===== config.mk =====
export PLATFORM = sky130hd
export DESIGN_NAME = sc_dds
export DESIGN_NICKNAME = d
export VERILOG_FILES = /design/src/rtl/sc_dds_pkg.sv /design/src/rtl/sc_incr_reg.sv /design/src/rtl/sc_field_seq.sv /design/src/rtl/sc_phase_acc.sv /design/src/rtl/sc_dds.sv
export SDC_FILE = /design/constraint.sdc
export NUM_CORES = 1
export LEC_CHECK = 0
export ABC_CLOCK_PERIOD_IN_PS = 3600
export BUFFER_PORTS_ARGS = -buffer_cell sky130_fd_sc_hd__buf_4
export CAP_MARGIN = 20
export CORE_ASPECT_RATIO = 1.1
export CORE_MARGIN = 2
export CORE_UTILIZATION = 50
export CTS_BUF_LIST = sky130_fd_sc_hd__clkbuf_4 sky130_fd_sc_hd__clkbuf_8
export CTS_CLUSTER_SIZE = 24
export DETAILED_ROUTE_END_ITERATION = 6
export MAX_ROUTING_LAYER = met4
export PLACE_DENSITY = 0.68
export SLEW_MARGIN = 40
export SYNTH_ARGS = -nofsm -noshare
export SYNTH_HDL_FRONTEND = slang
export SYNTH_SLANG_ARGS = --single-unit

===== constraint.sdc =====
create_clock -name clk_i -period 3.6 [get_ports clk_i]
set_input_delay 0.54 -clock clk_i [delete_from_list [all_inputs] [get_ports clk_i]]
set_output_delay 0.54 -clock clk_i [all_outputs]
set_load 0.01 [all_outputs]

===== src/rtl/sc_dds_pkg.sv =====
package sc_dds_pkg;
  typedef enum logic [1:0] {
    PR_NONE   = 2'd0,
    PR_LINE2  = 2'd1,
    PR_FIELD8 = 2'd2,
    PR_FIELD4 = 2'd3
  } prst_mode_e;

  localparam int BYTE_W = 8;
endpackage


===== src/rtl/sc_incr_reg.sv =====
module sc_incr_reg #(
  parameter int              ACC_W   = 32,
  parameter logic [ACC_W-1:0] RST_VAL = 32'h21F07C1F,
  parameter int              SEL_W   = $clog2(ACC_W/8)
) (
  input  logic             clk_i,
  input  logic             rst_ni,
  input  logic             we_i,
  input  logic [SEL_W-1:0] sel_i,
  input  logic [7:0]       data_i,
  output logic [ACC_W-1:0] incr_o
);
  localparam int NB = ACC_W / sc_dds_pkg::BYTE_W;

  logic [ACC_W-1:8] shadow_q;
  logic [ACC_W-1:0] incr_q;
  logic             commit;

  assign commit = we_i && (sel_i == '0);

  always_ff @(posedge clk_i or negedge rst_ni) begin
    if (!rst_ni) begin
      shadow_q <= '0;
    end else if (we_i) begin
      for (int b = 1; b < NB; b++) begin
        if (sel_i == SEL_W'(b)) shadow_q[b*8 +: 8] <= data_i;
      end
    end
  end

  // whole word moves at once on the low byte write
  always_ff @(posedge clk_i or negedge rst_ni) begin
    if (!rst_ni)     incr_q <= RST_VAL;
    else if (commit) incr_q <= {shadow_q, data_i};
  end

  assign incr_o = incr_q;

  AST_INCR_HOLD: assert property (@(posedge clk_i) disable iff (!rst_ni)
    !commit |=> $stable(incr_q));
  AST_INCR_LOAD: assert property (@(posedge clk_i) disable iff (!rst_ni)
    commit |=> incr_q[7:0] == $past(data_i));
endmodule


===== src/rtl/sc_field_seq.sv =====
module sc_field_seq #(
  parameter int FSEQ_W = 3
) (
  input  logic              clk_i,
  input  logic              rst_ni,
  input  logic              line_stb_i,
  input  logic              field_stb_i,
  input  logic [1:0]        mode_i,
  input  logic              seq4_i,
  output logic              clr_o,
  output logic [FSEQ_W-1:0] fseq_o,
  output logic              pulse_o
);
  import sc_dds_pkg::*;

  localparam int SHORT_W = FSEQ_W - 1;

  prst_mode_e        mode;
  logic              lpar_q;
  logic [FSEQ_W-1:0] cnt_q;
  logic              pulse_q;
  logic              at_full, at_short, wrap;

  assign mode     = prst_mode_e'(mode_i);
  assign at_full  = (cnt_q == '1);
  assign at_short = (cnt_q[SHORT_W-1:0] == '1);
  assign wrap     = field_stb_i && (seq4_i ? at_short : at_full);

  always_comb begin
    unique case (mode)
      PR_LINE2:  clr_o = line_stb_i && lpar_q;
      PR_FIELD8: clr_o = field_stb_i && at_full;
      PR_FIELD4: clr_o = field_stb_i && at_short;
      default:   clr_o = 1'b0;
    endcase
  end

  always_ff @(posedge clk_i or negedge rst_ni) begin
    if (!rst_ni) begin
      lpar_q  <= 1'b0;
      cnt_q   <= '0;
      pulse_q <= 1'b0;
    end else begin
      if (line_stb_i)  lpar_q <= !lpar_q;
      if (field_stb_i) cnt_q  <= cnt_q + FSEQ_W'(1);
      pulse_q <= wrap;
    end
  end

  assign fseq_o  = seq4_i ? {1'b0, cnt_q[SHORT_W-1:0]} : cnt_q;
  assign pulse_o = pulse_q;

  AST_NONE_NO_CLR: assert property (@(posedge clk_i) disable iff (!rst_ni)
    (mode == PR_NONE) |-> !clr_o);
  AST_FLD_STEP: assert property (@(posedge clk_i) disable iff (!rst_ni)
    field_stb_i |=> cnt_q == $past(cnt_q) + FSEQ_W'(1));
  AST_FLD_HOLD: assert property (@(posedge clk_i) disable iff (!rst_ni)
    !field_stb_i |=> $stable(cnt_q));
  AST_PULSE_SINGLE: assert property (@(posedge clk_i) disable iff (!rst_ni)
    pulse_o |=> !pulse_o);
endmodule


===== src/rtl/sc_phase_acc.sv =====
module sc_phase_acc #(
  parameter int ACC_W = 32
) (
  input  logic             clk_i,
  input  logic             rst_ni,
  input  logic             clr_i,
  input  logic [ACC_W-1:0] incr_i,
  output logic [ACC_W-1:0] acc_o
);
  logic [ACC_W-1:0] acc_q;

  always_ff @(posedge clk_i or negedge rst_ni) begin
    if (!rst_ni)    acc_q <= '0;
    else if (clr_i) acc_q <= '0;
    else            acc_q <= acc_q + incr_i;
  end

  assign acc_o = acc_q;

  AST_ACC_STEP: assert property (@(posedge clk_i) disable iff (!rst_ni)
    !clr_i |=> acc_q == $past(acc_q) + $past(incr_i));
  AST_CLR_ZERO: assert property (@(posedge clk_i) disable iff (!rst_ni)
    clr_i |=> acc_q == '0);
endmodule


===== src/rtl/sc_dds.sv =====
module sc_dds #(
  parameter int               ACC_W    = 32,
  parameter int               PH_W     = 10,
  parameter logic [ACC_W-1:0] RST_INCR = 32'h21F07C1F,
  parameter int               SEL_W    = $clog2(ACC_W/8),
  parameter int               FSEQ_W   = 3
) (
  input  logic              clk_i,
  input  logic              rst_ni,
  input  logic              byte_we_i,
  input  logic [SEL_W-1:0]  byte_sel_i,
  input  logic [7:0]        byte_data_i,
  input  logic [1:0]        rst_mode_i,
  input  logic              seq4_i,
  input  logic              line_stb_i,
  input  logic              field_stb_i,
  output logic [PH_W-1:0]   phase_o,
  output logic [FSEQ_W-1:0] fseq_o,
  output logic              odd_even_o,
  output logic              seq_pulse_o
);
  logic [ACC_W-1:0] incr, acc;
  logic             clr;

  sc_incr_reg #(.ACC_W(ACC_W), .RST_VAL(RST_INCR), .SEL_W(SEL_W)) u_incr (
    .clk_i, .rst_ni,
    .we_i   (byte_we_i),
    .sel_i  (byte_sel_i),
    .data_i (byte_data_i),
    .incr_o (incr)
  );

  sc_field_seq #(.FSEQ_W(FSEQ_W)) u_fseq (
    .clk_i, .rst_ni,
    .line_stb_i, .field_stb_i,
    .mode_i  (rst_mode_i),
    .seq4_i,
    .clr_o   (clr),
    .fseq_o,
    .pulse_o (seq_pulse_o)
  );

  sc_phase_acc #(.ACC_W(ACC_W)) u_acc (
    .clk_i, .rst_ni,
    .clr_i  (clr),
    .incr_i (incr),
    .acc_o  (acc)
  );

  assign phase_o    = acc[ACC_W-1 -: PH_W];
  assign odd_even_o = fseq_o[0]; // 1 = even field

  AST_ODD_EVEN: assert property (@(posedge clk_i) disable iff (!rst_ni)
    odd_even_o == fseq_o[0]);
endmodule


# Yosys cells after proc, flatten, opt, wreduce, memory -nomap -nowiden
# Cells that the tools add are included.
[totals]
ff_bits = 93
elab_cells = 32
in_bits = 18
[classes]
eq_ne = 8
add_sub_neg = 2
n_reduce_logical = 10
n_mux = 4
[ops]
columns = ["op", "count"]
rows = [
  ["$add A32 B32 Y32", 1],
  ["$mux W32", 1],
  ["$eq A2 B2 Y1 const B", 5],
  ["$reduce_and A2 Y1", 3],
  ["$logic_and A1 B1 Y1", 5],
  ["$eq A2 B1 Y1 const B", 2],
  ["$add A3 B1 Y3 const B", 1],
  ["$eq A3 B3 Y1 const B", 1],
  ["$mux W3", 1],
  ["$pmux W1 S3", 1],
  ["$logic_not A2 Y1", 1],
  ["$logic_not A1 Y1", 1],
  ["$mux W1", 1],
]

# Longest topological paths before layout
[depth]
word_depth = 4
mapped_depth = 10
mapped_depth_nobuf = 10

# Cells and area by module
# From an unflattened synthesis, not the netlist that was laid out.
[unflattened]
hier_cells = 501
area_unflattened_um2 = 5361.4
[modules_own_cells]
columns = ["mod", "instances", "area_per_inst_um2", "seq_area_each_um2", "cells_each"]
rows = [
  ["sc_phase_acc", 1, 2994.1, 800.8, 361],
  ["sc_incr_reg", 1, 2107.0, 1421.4, 119],
  ["sc_field_seq", 1, 252.7, 125.1, 20],
  ["sc_dds", 1, 7.5, 0.0, 1],
]

# Worst setup path before layout
# Ideal clock, no wire load.
[synth_path]
path_type = "reg-to-reg"
from = "register u_incr.incr_q[0] (netlist: u_incr.incr_o[0])"
to = "register u_acc.acc_q[30] (netlist: u_acc.acc_o[30])"
path_buffers = 0
path_stages_with_launch = 11
t_required_ns = 3.534
setup_slack_ns = 0.990
arrival_time_ns = 2.544
cell_sequence = "dfstp_2 > ha_1 > inv_1 > fa_1 > nand2b_1 > a21oi_2 > o21ai_1 > nor3b_2 > or4_4 > a211o_1 > nand2_1"
[synth_between]
elab_chain_cells = 2
[synth_rtl]
columns = ["element", "line_no", "rtl"]
rows = [
  ["from (decl)", "sc_incr_reg.sv:16", "logic [ACC_W-1:0] incr_q;"],
  ["from (signal assigned)", "sc_incr_reg.sv:34", "else if (commit) incr_q <= {shadow_q, data_i};"],
  ["$add A32 B32 Y32", "sc_phase_acc.sv:15", "else acc_q <= acc_q + incr_i;"],
  ["$mux W32", "sc_phase_acc.sv:14", "else if (clr_i) acc_q <= '0;"],
  ["to (signal assigned)", "sc_phase_acc.sv:15", ""],
  ["to (decl)", "sc_phase_acc.sv:10", "logic [ACC_W-1:0] acc_q;"],
]
# No other way between the ends.
# A chain may end at the register's enable or synchronous reset.

# Worst setup path after layout
# Ends and elaborated chain as after synthesis.

==> flow_summary.toml <==
[outcome]
status = "finished, final reports clean"

[clock_network]
cts_setup_buffers = 0
numCtsBuffers = 9
clock_latency_ns = 0.36
hold_buffers = 0
clk_pin_slew_worst_paths_ns = 0.10
cts.sinks = 93
h-tree-depth = 3
cts_resized = 0
cts_tree = "built"
root_buffer = "clkbuf_8"
clock_path_buffers = 2

[global_route]
grt_max_degree = 41
grt_pass1_vias = 3819
grt-ovfl-total = 0
antenna_found_initial = 0
grt_usage_pct = 23.2
grt_pass1_wl_um = 19500

[synth]
syn-cell-area_um2 = 5230
yosysWarnings = 0
synth-seq-cells = 93
async_flop_share_pct = 100
netlist_instances = 488
yosysSeqAreaShare_pct = 44.9
syn_nets = 540
synth_edf_count = 0
postSynthAreaPerCell_um2 = 10.7
synth_cell_types = 54
ys.flop_type = "dfrtp_1"

[final_layout]
antenna_cells = 0
syn_to_final_growth_pct = 9.23
final_nets = 564
n_fill_cell = 903
drive_gt1_share_pct = 27.1

[detailed_routing]
drt_pass1_iterations = 4
wl_um = 11700
viasPerCell = 5.63
ant_nets = 0
wire_per_inst_um = 17.8
drc_errors = 0
vias = 3719
initialDrtViolationCount = 181

[run]
cap_viol_max_count = 0

[critical_path]
startpoint_type = "flop"
path_class = "flop to flop"
crit_fanout = 5
cp_data_required_time_ns = 3.90
r2r_slack_ns = 0.80
timing.rr.start = "u_incr.incr_o[0]"
crit_arrival_ns = 3.10
rr_endpoint = "u_acc.acc_o[30]"
r2r_cells = 10
end_kind = "flop"

[sta]
finalMaxSlewViolations = 0
tightest_slew_ns = 0.704
tns_ns = 0
max_slew_margin_pct = 53.1
fmax_mhz = 357
period_share_pct = 77.8
rsz0062_at_grt = "false"
min_period_ns = 2.80
final-setup-viol-count = 0
hold_viol = 0
skew_ns = 0.0171

[die]
num_io_pins = 33
initial_core_util_pct = 50.8
die-area_um2 = 11300
num_rows = 39
die_h_um = 111
dieWidth_um = 102
core_area_um2 = 10300

[placement]
gp_congestion = 0.947
numPortBuffers = 32
place_hpwl_um = 8970

[power]
p_leak_uw = 0.00247
switchingPower_uw = 2370
pwr-share-clk_pct = 12.0
power_density_nw_per_um2 = 954
internal_power_uw = 3080
combPwrFrac_pct = 57.1
pwr-share-seq_pct = 30.9
total_power_uw = 5450
p_sw_share_pct = 43.5
ir_drop_mv = 0.422

[hold_path]
worstHoldPathType = "input pin to asynchronous set/reset pin"
## cell families (layout without fill, tap and decap cells)
logic type	after synthesis	in the layout	synth area share (%)
simple gates	127	127	11.5
compound gates	113	113	13.9
flops	93	93	44.9
mux	61	61	13.1
buf+inv	36	65	4.31
fa+ha+maj	34	34	8.28
xor+xnor	24	24	4.02
## per-layer routing
layer	part of all wire [%]	vias to the layer above	GRT usage, %
met2	49	66	35.8
met1	46	1831	31.5
met3	3.6	14	3.59
met5	0	-	-
met4	1.6	0	6.85
li1	-	1808	-
## flip-flops by register name, summed over array words and instances, names as in the netlist
signal	flops
u_fseq.pulse_o	1
u_fseq.lpar_q	1
u_fseq.cnt_q	3
u_acc.acc_o	32
u_incr.incr_o	32
u_incr.shadow_q	24
## per-stage QoR
step | instances | setup slack (ns) | util [%] | area, um2 | hold slack (ns)
after floorplan | 488 | 0.990 | - | 5230 | 0.244
after CTS | 660 | 0.796 | 55.5 | 5710 | 0.0741
after global routing | 660 | 0.653 | 55.5 | 5710 | 0.0879
after global placement | 643 | 0.851 | 53.5 | 5510 | 0.461
final | 660 | 0.798 | 55.5 | 5710 | 0.0884
after detailed placement | 644 | 0.813 | 53.7 | 5530 | 0.460
## critical path, stage by stage, from the launching register on
cell	delay, ns
dfstp_2	0.54
ha_1	0.19
inv_1	0.07
fa_1	0.38
nand2b_1	0.18
a21oi_2	0.19
o21ai_1	0.09
nor3b_2	0.20
or4_4	0.55
a211o_1	0.30
nand2_1	0.05
## Yosys cell counts, drive strengths merged (2+ instances only)
cell type | count | area [um2]
a21o | 8 | 62.6
o31a | 2 | 17.5
nand2 | 32 | 123
o21ai | 23 | 115
nor3b | 4 | 35.0
ha | 33 | 413
xor2 | 10 | 87.6
o211ai | 9 | 72.6
a31oi | 3 | 18.8
dfstp | 16 | 420
o21a | 7 | 52.6
inv | 12 | 45.0
mux2i | 3 | 30.0
nor3 | 15 | 80.1
buf | 12 | 90.1
and3 | 2 | 13.8
o31ai | 2 | 15.0
dfrtp | 77 | 1930
clkbuf | 10 | 47.5
a211o | 4 | 35.0
nand3b | 2 | 15.0
o21bai | 4 | 30.0
mux2 | 58 | 653
nand4 | 8 | 50.1
nand3 | 10 | 50.1
nor2b | 3 | 18.8
and2 | 4 | 25.0
nand2b | 2 | 12.5
xnor2 | 14 | 123
a211oi | 7 | 52.6
a21oi | 36 | 184
nor2 | 43 | 161
## area by class of cell
class	instances	area (um2)	share of cell area, %
Tap cell	143	179	3.13
Multi-Input combinational cell	359	2670	46.7
Clock buffer	10	131	2.30
Sequential cell	93	2350	41.1
Timing Repair Buffer	37	290	5.08
Inverter	12	45.0	0.788
Clock inverter	6	51.3	0.898
## power by group through the flow
stage                     clock [uW]  combinational, uW  sequential (uW)
after CTS                        682               3090             1690
after floorplan                    0               2530             1620
after global routing             727               3460             1730
final                            654               3110             1680
after global placement             0               3020             1690
after detailed placement           0               3080             1710
## worst max path at each step
stage                     start         endpoint  slack [ns]  cells past startpoint
6_report       u_incr.incr_o[0]  u_acc.acc_o[30]        0.80                     10
2_1_floorplan  u_incr.incr_o[0]  u_acc.acc_o[30]        0.99                     10
4_1_cts        u_incr.incr_o[0]  u_acc.acc_o[30]        0.80                     10
5_1_grt        u_incr.incr_o[0]  u_acc.acc_o[30]        0.65                     10
3_5_place_dp   u_incr.incr_o[0]  u_acc.acc_o[30]        0.81                     10
3_3_place_gp   u_incr.incr_o[0]  u_acc.acc_o[30]        0.85                     10
## layout by cell type, fill, tap and decap left out, types with 9 or more instances in the layout
cell type  Yosys  layout
nor2_1        43      43
ha_1          33      33
clkbuf_8       1       9
nand2_1       31      31
a21oi_1       35      35
nand3_1       10      10
buf_4         12      36
inv_1         12      12
mux2_2        58      58
dfstp_2       16      16
xor2_1        10      10
dfrtp_1       77      77
o21ai_0       22      22
xnor2_1       14      14
nor3_1        14      14
Power figures use the tool's default switching activity.
